`src/rtl/mbtdr_pkg.sv`:
```
package mbtdr_pkg;
   localparam int TDR_BITS   = 2;
   localparam int IDX_INVOKE = 0;  // update side of bit 0 (nearest so)
   localparam int IDX_RESET  = 1;  // update side of bit 1
   localparam int IDX_DONE   = 0;  // capture side of bit 0
   localparam int IDX_FAIL   = 1;  // capture side of bit 1

   typedef struct packed {
      logic cap;
      logic shf;
      logic upd;
   } tdr_ops_t;
endpackage

```
`src/rtl/mbtdr_ctrl.sv`:
```
module mbtdr_ctrl
   import mbtdr_pkg::*;
(
   input  logic     sel,
   input  logic     capture_en,
   input  logic     shift_en,
   input  logic     update_en,
   output tdr_ops_t ops
);
   always_comb begin
      ops.cap = sel & capture_en;
      ops.shf = sel & shift_en & ~capture_en;
      ops.upd = sel & update_en;
   end
endmodule

```
`src/rtl/mbtdr_cell.sv`:
```
module mbtdr_cell #(
   parameter logic RESET_VAL = 1'b0
)(
   input  logic tck,
   input  logic trst_n,
   input  logic en_cap,
   input  logic en_shf,
   input  logic en_upd,
   input  logic cap_in,
   input  logic shf_in,
   output logic shf_q,
   output logic upd_q
);
   always_ff @(posedge tck or negedge trst_n) begin
      if (!trst_n)      shf_q <= 1'b0;
      else if (en_cap)  shf_q <= cap_in;
      else if (en_shf)  shf_q <= shf_in;
   end

   always_ff @(posedge tck or negedge trst_n) begin
      if (!trst_n)      upd_q <= RESET_VAL;
      else if (en_upd)  upd_q <= shf_q;
   end


   upd_copy_chk: assert property (@(posedge tck) disable iff (!trst_n)
      en_upd |=> upd_q == $past(shf_q));

   upd_hold_chk: assert property (@(posedge tck) disable iff (!trst_n)
      !en_upd |=> $stable(upd_q));
endmodule

```
`src/rtl/mbist_tdr.sv`:
```
module mbist_tdr
   import mbtdr_pkg::*;
#(
   parameter int   NUM_CELLS   = TDR_BITS,
   parameter bit   IDLE_BYPASS = 1'b1,
   parameter logic [NUM_CELLS-1:0] UPD_RESET = '0
)(
   input  logic tck,
   input  logic trst_n,
   input  logic sel,
   input  logic capture_en,
   input  logic shift_en,
   input  logic update_en,
   input  logic si,
   output logic so,
   input  logic bist_done,
   input  logic bist_fail,
   output logic bist_invoke,
   output logic bist_reset
);
   localparam int MSB = NUM_CELLS - 1;

   initial begin
      cells_chk: assert (NUM_CELLS == TDR_BITS)
         else $error("register must be exactly %0d cells", TDR_BITS);
      rstval_chk: assert (UPD_RESET == '0)
         else $error("update latches must clear to deasserted levels");
   end

   tdr_ops_t           ops;
   logic [MSB:0]       stage;
   logic [MSB:0]       upd;
   logic [MSB:0]       status;

   always_comb begin
      status           = '0;
      status[IDX_DONE] = bist_done;
      status[IDX_FAIL] = bist_fail;
   end

   mbtdr_ctrl u_ctrl (
      .sel        (sel),
      .capture_en (capture_en),
      .shift_en   (shift_en),
      .update_en  (update_en),
      .ops        (ops)
   );

   for (genvar i = 0; i < NUM_CELLS; i++) begin : g_cell
      logic feed;
      if (i == MSB) begin : g_head
         assign feed = si;
      end else begin : g_body
         assign feed = stage[i+1];
      end
      mbtdr_cell #(.RESET_VAL(UPD_RESET[i])) u_cell (
         .tck    (tck),
         .trst_n (trst_n),
         .en_cap (ops.cap),
         .en_shf (ops.shf),
         .en_upd (ops.upd),
         .cap_in (status[i]),
         .shf_in (feed),
         .shf_q  (stage[i]),
         .upd_q  (upd[i])
      );
   end

   if (IDLE_BYPASS) begin : g_bypass
      assign so = sel ? stage[0] : si;
   end else begin : g_direct
      assign so = stage[0];
   end

   assign bist_invoke = upd[IDX_INVOKE];
   assign bist_reset  = upd[IDX_RESET];


   rst_clear_chk: assert property (@(posedge tck)
      !trst_n |-> (!bist_invoke && !bist_reset && stage == '0));

   cap_done_chk: assert property (@(posedge tck) disable iff (!trst_n)
      (sel && capture_en) |=> stage[IDX_DONE] == $past(bist_done));

   cap_fail_chk: assert property (@(posedge tck) disable iff (!trst_n)
      (sel && capture_en) |=> stage[IDX_FAIL] == $past(bist_fail));

   shift_in_chk: assert property (@(posedge tck) disable iff (!trst_n)
      (sel && shift_en && !capture_en) |=> stage[MSB] == $past(si));

   idle_hold_chk: assert property (@(posedge tck) disable iff (!trst_n)
      !sel |=> ($stable(stage) && $stable(upd)));
endmodule

```
`config.mk`:
```
export PLATFORM = sky130hd
export DESIGN_NAME = mbist_tdr
export DESIGN_NICKNAME = d
export VERILOG_FILES = /design/src/rtl/mbtdr_pkg.sv /design/src/rtl/mbtdr_ctrl.sv /design/src/rtl/mbtdr_cell.sv /design/src/rtl/mbist_tdr.sv
export SDC_FILE = /design/constraint.sdc
export NUM_CORES = 1
export LEC_CHECK = 0
export CORE_AREA = 2 2 39 41
export DETAILED_ROUTE_END_ITERATION = 8
export DIE_AREA = 0 0 41 43
export SETUP_SLACK_MARGIN = 0.05
export SLEW_MARGIN = 20
export SYNTH_ARGS = -nofsm -noshare
export SYNTH_HDL_FRONTEND = slang
export SYNTH_SLANG_ARGS = --single-unit
```
`constraint.sdc`:
```
create_clock -name tck -period 0.8 [get_ports tck]
set_input_delay 0.12 -clock tck [delete_from_list [all_inputs] [get_ports tck]]
set_output_delay 0.12 -clock tck [all_outputs]
set_load 0.01 [all_outputs]
```
==> results.json, run 1 <==
{
  "switching_share_pct": 23.8,
  "worstPathArrival_ns": 0.99,
  "diodes": 0,
  "setup_viol": 6,
  "drtIter0Drc": 0,
  "cts_buffer_depth": 2,
  "pre_cts_ws_ns": -0.732,
  "drc_errors": 0,
  "cts_made_buffers": 3,
  "violations": "setup timing",
  "num_rows": 14,
  "grtUsageTotal_pct": 8.73,
  "power.total_uw": 769,
  "grt_max_degree": 7,
  "fin_crit_sh_pct": 139,
  "tightest_slew_ns": 0.188,
  "die_y_um": 43,
  "area_delta_synth_final_pct": 94.3,
  "status": "finished with violations",
  "nFillCells": 160,
  "synth-seq-cells": 4,
  "initial_utilization_pct": 15.9,
  "final_cell_mix": "dfrtp_1, dlygate4sd2_1, buf_6",
  "hold_viol": 0,
  "r2r_cells": 3,
  "grt_pass1_vias": 235,
  "syn_avg_cell_area_um2": 13.0,
  "leakage_nw": 0.210,
  "fin_nets": 47,
  "gp_congestion": 0.708,
  "ys_seq_area_share_pct": 45.5,
  "pwr-share-seq_pct": 34.1,
  "placed_cells": 48,
  "grt_first_pass_wirelength_um": 945,
  "skew_ns": 0.000125,
  "hold_path_class": "input pin to async pin",
  "htreeDepth": 1,
  "combPwrFrac_pct": 34.0,
  "finalMaxSlewViolations": 0,
  "antenna_found_initial": 0,
  "crit_fanout": 2,
  "syn_nets": 26,
  "fin_ws_ns": -0.311,
  "syn-cell-area_um2": 220,
  "setup_tns_ns": -0.716,
  "crit_type": "register to primary output",
  "power_density_mw_per_mm2": 1800,
  "wl_per_cell_um": 10.1,
  "drt_wl_total_um": 525,
  "gr-total-overflow": 0,
  "dieArea_mm2": 0.00176,
  "p_int_uw": 586,
  "start_kind": "register",
  "port_buffers": 11,
  "holdBufCountCts": 0,
  "clock_sinks": 4,
  "synth_warnings": 0,
  "clk_pin_slew_worst_paths_ns": 0.04,
  "clock_latency_ns": 0.23,
  "vias": 209,
  "drive_above_1_share_pct": 58.3,
  "fp.coreArea_mm2": 0.00138,
  "slew_headroom_pct": 87.5,
  "ys_types": 9,
  "netlist_instances": 17,
  "p_clk_share_pct": 31.9,
  "drt-vias-per-instance": 4.02,
  "die_w_um": 41,
  "worstPathRequired_ns": 0.68,
  "cts-root-buf": "clkbuf_4",
  "finalCriticalPeriod_ns": 1.11,
  "p_switching_uw": 183,
  "cts_tree": "yes",
  "vdd_ir_drop_max_uv": 414,
  "end_kind": "primary output",
  "ioPinCount": 12,
  "drtAntennaViolNets": 0,
  "max_freq_ghz": 0.900,
  "max_cap_viol_count": 0,
  "first_pass_iters": 1,
  "fin_cells": 52,
  "rsz0062_at_grt": "true"
}
[cells by family after synthesis]
group	count (synthesis)	share of synthesized area, %
AND/OR/NAND/NOR	5	23.3
buffers and inverters	2	3.41
multiplexers	3	18.8
AO/OA/AOI/OAI	3	9.09
flip-flops	4	45.5
[cell usage after synthesis]
cell type	n	area share (%)
o21ai_1	1	2.3
inv_1	2	3.4
a211oi_1	2	6.8
mux2_4	2	14
nand2_2	1	2.8
mux2_1	1	5.1
dfrtp_1	4	45
and3b_2	2	9.1
and4bb_1	2	11
[power groups by stage]
stage	Clock, mW	Combinational (mW)	Sequential (mW)
after global routing	0.279	0.284	0.267
after detailed placement	0	0.242	0.263
after floorplan	0	0.0722	0.271
after global placement	0	0.240	0.261
after CTS	0.263	0.233	0.260
final	0.245	0.261	0.262
[path summary, 6_finish.rpt]
path	startpoint	end	slack, ns
hold reg to reg	g_cell[1].u_cell.shf_q	g_cell[1].u_cell.upd_q	0.55
hold / removal	trst_n	g_cell[0].u_cell.upd_q	0.09
setup reg to reg	g_cell[0].u_cell.shf_q	g_cell[0].u_cell.upd_q	-0.19
setup / recovery	g_cell[0].u_cell.shf_q	so	-0.31
max in group asynchronous	trst_n	g_cell[1].u_cell.shf_q	0.54
min in group tck	bist_fail	g_cell[1].u_cell.shf_q	0.41
[layer usage]
metal  track usage, %  routed length, µm  share of wire (%)
met5                0                  0                  0
met4             8.00                  0                  0
met1             9.65                202                 38
met3             5.24                 65                 12
met2             10.9                257                 49
[sequential cells by signal, indices dropped and copies added (netlist names)]
signal / flops
g_cell.u_cell.upd_q: 2
g_cell.u_cell.shf_q: 2
[stage by stage]
step	instance area, µm²	utilization [%]	hold slack (ns)
4_1_cts	409	29.6	0.0933
3_3_place_gp	380	27.5	0.342
2_1_floorplan	220	-	-0.176
6_report	428	30.9	0.0939
5_1_grt	428	30.9	0.105
3_5_place_dp	380	27.5	0.343
[layout make-up]
class,count,area (µm²),share of cell area [%]
clock buffers,3,22.5,5.26
inverters,2,7.51,1.75
multi-input cells,11,130,30.4
flip-flops and latches,4,100,23.4
well taps,16,20.0,4.68
repair buffers,16,148,34.5
[worst max-delay path: stages (launching register included)]
cell and delay, ns:
dfrtp_1 0.37, mux2_4 0.27, buf_6 0.12
[what timing repair did]
item                                    in CTS  in global routing
endpoints found under the setup margin       7                  7
resized for setup                           23                  4
gates cloned                                 0                  0
pin swaps                                    2                  0
buffers inserted                             0                  1
No activity file was read; power rests on OpenSTA's default activity.
==> run 2: changes to the inputs <==
==> constraint.sdc (replaced) <==
create_clock -name tck -period 1.1 [get_ports tck]
set_input_delay 0.165 -clock tck [delete_from_list [all_inputs] [get_ports tck]]
set_output_delay 0.165 -clock tck [all_outputs]
set_load 0.01 [all_outputs]
==> results.json, run 2 (synthesized netlist as in run 1, its figures left out) <==
{
  "drtIter0Drc": 2,
  "fin_ws_ns": -0.0681,
  "status": "finished with violations",
  "htreeDepth": 1,
  "dieArea_mm2": 0.00176,
  "leakage_nw": 0.191,
  "grt_first_pass_wirelength_um": 807,
  "multiInputGateArea_um2": 116,
  "power_density_mw_per_mm2": 1310,
  "diodes": 0,
  "port_buffers": 11,
  "slowest_delay_ns": 0.38,
  "hold_viol": 0,
  "antenna_found_initial": 0,
  "slew_headroom_pct": 87.2,
  "die_y_um": 43,
  "dpl.hpwl_um": 384,
  "grt_max_degree": 7,
  "finalMaxSlewViolations": 0,
  "vias": 201,
  "cp.buffers_inverters": 1,
  "clock_latency_ns": 0.23,
  "end_kind": "primary output",
  "crit_family": "flip-flops",
  "setup_tns_ns": -0.0681,
  "final_cell_mix": "clkdlybuf4s50_1, dfrtp_1, mux2_4, clkbuf_4, buf_4",
  "drtAntennaViolNets": 0,
  "fin_crit_sh_pct": 106,
  "rsz0062_at_grt": "true",
  "start_kind": "register",
  "wl_per_cell_um": 9.78,
  "nFillCells": 151,
  "clock_sinks": 4,
  "cts_buffer_depth": 2,
  "fp.coreArea_mm2": 0.00138,
  "slowest_stage": "dfrtp_1",
  "area_delta_synth_final_pct": 81.3,
  "cts-root-buf": "clkbuf_4",
  "grtUsageTotal_pct": 7.65,
  "drc_errors": 0,
  "largest_registers": "g_cell.u_cell.shf_q: 2 flops, g_cell.u_cell.upd_q: 2 flops",
  "max_freq_ghz": 0.856,
  "gr-total-overflow": 0,
  "worstPathCellList": "mux2_4 > buf_6",
  "finalCriticalPeriod_ns": 1.17,
  "cts_tree": "yes",
  "num_rows": 14,
  "cts_made_buffers": 3,
  "utilization_pct": 28.8,
  "ioPinCount": 12,
  "die_w_um": 41,
  "gp_congestion": 0.731,
  "tightest_slew_ns": 0.191,
  "vdd_ir_drop_max_uv": 291,
  "drt-vias-per-instance": 4.02,
  "fin_nets": 45,
  "setup_viol": 1,
  "max_cap_viol_count": 0,
  "drt_wl_total_um": 489,
  "skew_ns": 0.00306,
  "violations": "setup timing",
  "hold_path_class": "input pin to async pin",
  "first_pass_iters": 4,
  "drive_above_1_share_pct": 38.2,
  "power.total_uw": 524,
  "mostFrequentLayoutCell": "clkdlybuf4s50_1",
  "crit_type": "register to primary output",
  "crit_fanout": 2,
  "register_area_um2": 100,
  "initial_utilization_pct": 15.9,
  "pre_cts_ws_ns": -0.511,
  "grt_pass1_vias": 212,
  "clk_pin_slew_worst_paths_ns": 0.04,
  "worstPathArrival_ns": 1.00,
  "worstPathRequired_ns": 0.94
}
==> run 2: worst register-to-register path: cells and delay by family (launching register included) <==
family | cells | cell delay, ns
mux | 1 | 0.25
flops | 1 | 0.38
buf+inv | 2 | 0.26
==> run 2: final timing paths <==
path | startpoint | end | slack, ns | depth (start not counted)
worst max-delay path | g_cell[0].u_cell.shf_q | so | -0.07 | 2
worst min-delay path | trst_n | g_cell[0].u_cell.upd_q | 0.14 | 1
worst max register to register | g_cell[0].u_cell.shf_q | g_cell[0].u_cell.upd_q | 0.09 | 3
worst min register to register | g_cell[1].u_cell.upd_q | g_cell[1].u_cell.upd_q | 0.50 | 1
max in group asynchronous | trst_n | g_cell[1].u_cell.shf_q | 0.79 | 1
min in group tck | g_cell[1].u_cell.upd_q | g_cell[1].u_cell.upd_q | 0.50 | 1
==> run 2: final cells by class <==
type	instances	area share [%]
inverter	2	1.88
timing repair buffer	14	33.2
clock buffer	3	5.64
tap	16	5.02
multi-input combinational	11	29.2
sequential	4	25.1
==> run 2: layer usage <==
layer | wire, µm | up-vias | part of all wire, % | track usage (%)
li1 | - | 99 | - | -
met1 | 205 | 88 | 42 | 8.09
met2 | 210 | 14 | 43 | 8.75
met3 | 73 | 0 | 15 | 5.76
met4 | 0 | 0 | 0 | 8.00
met5 | 0 | - | 0 | 0
==> run 2: where the power goes <==
| part | switching [mW] | leakage (nW) | internal (mW) | total [mW] |
|---|---|---|---|---|
| registers | 0.0154 | 0.0436 | 0.174 | 0.190 |
| logic | 0.0474 | 0.134 | 0.106 | 0.153 |
| clock network | 0.0585 | 0.0138 | 0.122 | 0.180 |
| total | 0.121 | 0.191 | 0.402 | 0.524 |
==> run 2: stage by stage <==
stage	hold slack, ns	area, µm²	cells
2_1_floorplan	-0.131	220	17
3_3_place_gp	0.385	365	46
3_5_place_dp	0.388	365	46
4_1_cts	0.137	392	49
5_1_grt	0.142	399	50
6_report	0.136	399	50
==> run 2: repair_timing <==
item	CTS	global route
setup buffers	0	1
hold buffers	0	0
resized for setup	11	0
setup endpoints to repair	3	1
==> run 3: changes to the inputs <==
==> constraint.sdc (replaced) <==
create_clock -name tck -period 1.1 [get_ports tck]
set_input_delay 0.11 -clock tck [delete_from_list [all_inputs] [get_ports tck]]
set_output_delay 0.11 -clock tck [all_outputs]
set_load 0.01 [all_outputs]
==> results.json, run 3 (synthesized netlist as in run 1, its figures left out) <==
{
  "grtUsageTotal_pct": 7.55,
  "fin_nets": 45,
  "start_kind": "register",
  "hold_path_class": "input pin to async pin",
  "worstPathCellList": "mux2_4 > buf_6",
  "skew_ns": 0.00283,
  "die_y_um": 43,
  "slew_headroom_pct": 87.8,
  "drt-vias-per-instance": 3.96,
  "violations": "setup timing",
  "grt_max_degree": 7,
  "leakage_nw": 0.191,
  "status": "finished with violations",
  "diodes": 0,
  "first_pass_iters": 4,
  "finalMaxSlewViolations": 0,
  "drt_wl_total_um": 490,
  "grt_first_pass_wirelength_um": 793,
  "mostFrequentLayoutCell": "clkdlybuf4s50_1",
  "area_delta_synth_final_pct": 80.1,
  "tightest_slew_ns": 0.183,
  "slowest_delay_ns": 0.38,
  "max_cap_viol_count": 0,
  "vias": 198,
  "cts_made_buffers": 3,
  "drtIter0Drc": 2,
  "fp.coreArea_mm2": 0.00138,
  "cts_tree": "yes",
  "r2r-start": "g_cell[0].u_cell.shf_q",
  "setup_tns_ns": -0.00972,
  "crit_fanout": 2,
  "ioPinCount": 12,
  "wl_per_cell_um": 9.80,
  "dpl.hpwl_um": 383,
  "rsz0062_at_grt": "true",
  "max_freq_ghz": 0.901,
  "worstPathRequired_ns": 0.99,
  "finalCriticalPeriod_ns": 1.11,
  "nFillCells": 152,
  "fin_ws_ns": -0.00972,
  "cts_buffer_depth": 2,
  "hold_viol": 0,
  "clk_pin_slew_worst_paths_ns": 0.04,
  "drc_errors": 0,
  "vdd_ir_drop_max_uv": 293,
  "drive_above_1_share_pct": 38.2,
  "final_cell_mix": "clkdlybuf4s50_1, dfrtp_1",
  "initial_utilization_pct": 15.9,
  "end_kind": "primary output",
  "worstPathArrival_ns": 1.00,
  "power_density_mw_per_mm2": 1310,
  "antenna_found_initial": 0,
  "die_w_um": 41,
  "dieArea_mm2": 0.00176,
  "htreeDepth": 1,
  "pre_cts_ws_ns": -0.396,
  "crit_type": "register to primary output",
  "fin_crit_sh_pct": 101,
  "largest_registers": "g_cell.u_cell.shf_q: 2 flops, g_cell.u_cell.upd_q: 2 flops",
  "hold_slack_ns": 0.0786,
  "cts-root-buf": "clkbuf_4",
  "gp_congestion": 0.732,
  "critPathLaunch": "g_cell[0].u_cell.shf_q",
  "clock_latency_ns": 0.23,
  "clock_sinks": 4,
  "gr-total-overflow": 0,
  "slowest_stage": "dfrtp_1",
  "placed_area_um2": 365,
  "drtAntennaViolNets": 0,
  "power.total_uw": 520,
  "grt_pass1_vias": 212,
  "final_area_um2": 397,
  "setup_viol": 1,
  "r2r_cells": 3,
  "port_buffers": 11,
  "num_rows": 14
}
[run 3: routing by layer]
metal	GRT usage [%]	up-vias	share of wire [%]
met1	8.09	86	42
met5	0	-	0
li1	-	98	-
met4	8.00	0	0
met3	5.24	0	15
met2	8.75	14	43
[run 3: power by group]
group	internal, mW	total [mW]	switching (mW)
clock network	0.122	0.181	0.0586
registers	0.174	0.189	0.0152
logic	0.102	0.150	0.0474
total	0.399	0.520	0.121
[run 3: through the flow]
stage                     instances  utilization [%]
final                            50             28.7
after global routing             50             28.7
after CTS                        49             28.1
after detailed placement         46             26.4
after global placement           46             26.4
after floorplan                  17                -
[run 3: critical path, delay by kind of cell, from the launching register on]
family                 cells  cell delay, ns
DFF                        1            0.38
buffers and inverters      1            0.12
muxes                      1            0.27
[run 3: repair_timing]
item                       CTS  global route
setup endpoints to repair    3             1
setup buffers                0             1
hold buffers                 0             0
resized for setup            9             0
[run 3: layout make-up]
cell class | instances | area [µm²] | area share, %
multi-input combinational | 11 | 116 | 29.3
timing repair buffer | 14 | 130 | 32.8
clock buffer | 3 | 22.5 | 5.68
tap | 16 | 20.0 | 5.05
sequential | 4 | 100 | 25.2
inverter | 2 | 7.51 | 1.89
[run 3: worst paths after layout]
| path | end | slack, ns |
|---|---|---|
| max reg2reg | g_cell[0].u_cell.upd_q | 0.09 |
| min in group tck | g_cell[1].u_cell.upd_q | 0.50 |
| max in group asynchronous | g_cell[1].u_cell.shf_q | 0.85 |
| min reg2reg | g_cell[1].u_cell.upd_q | 0.50 |
| max | so | -0.01 |
| min | g_cell[0].u_cell.upd_q | 0.08 |
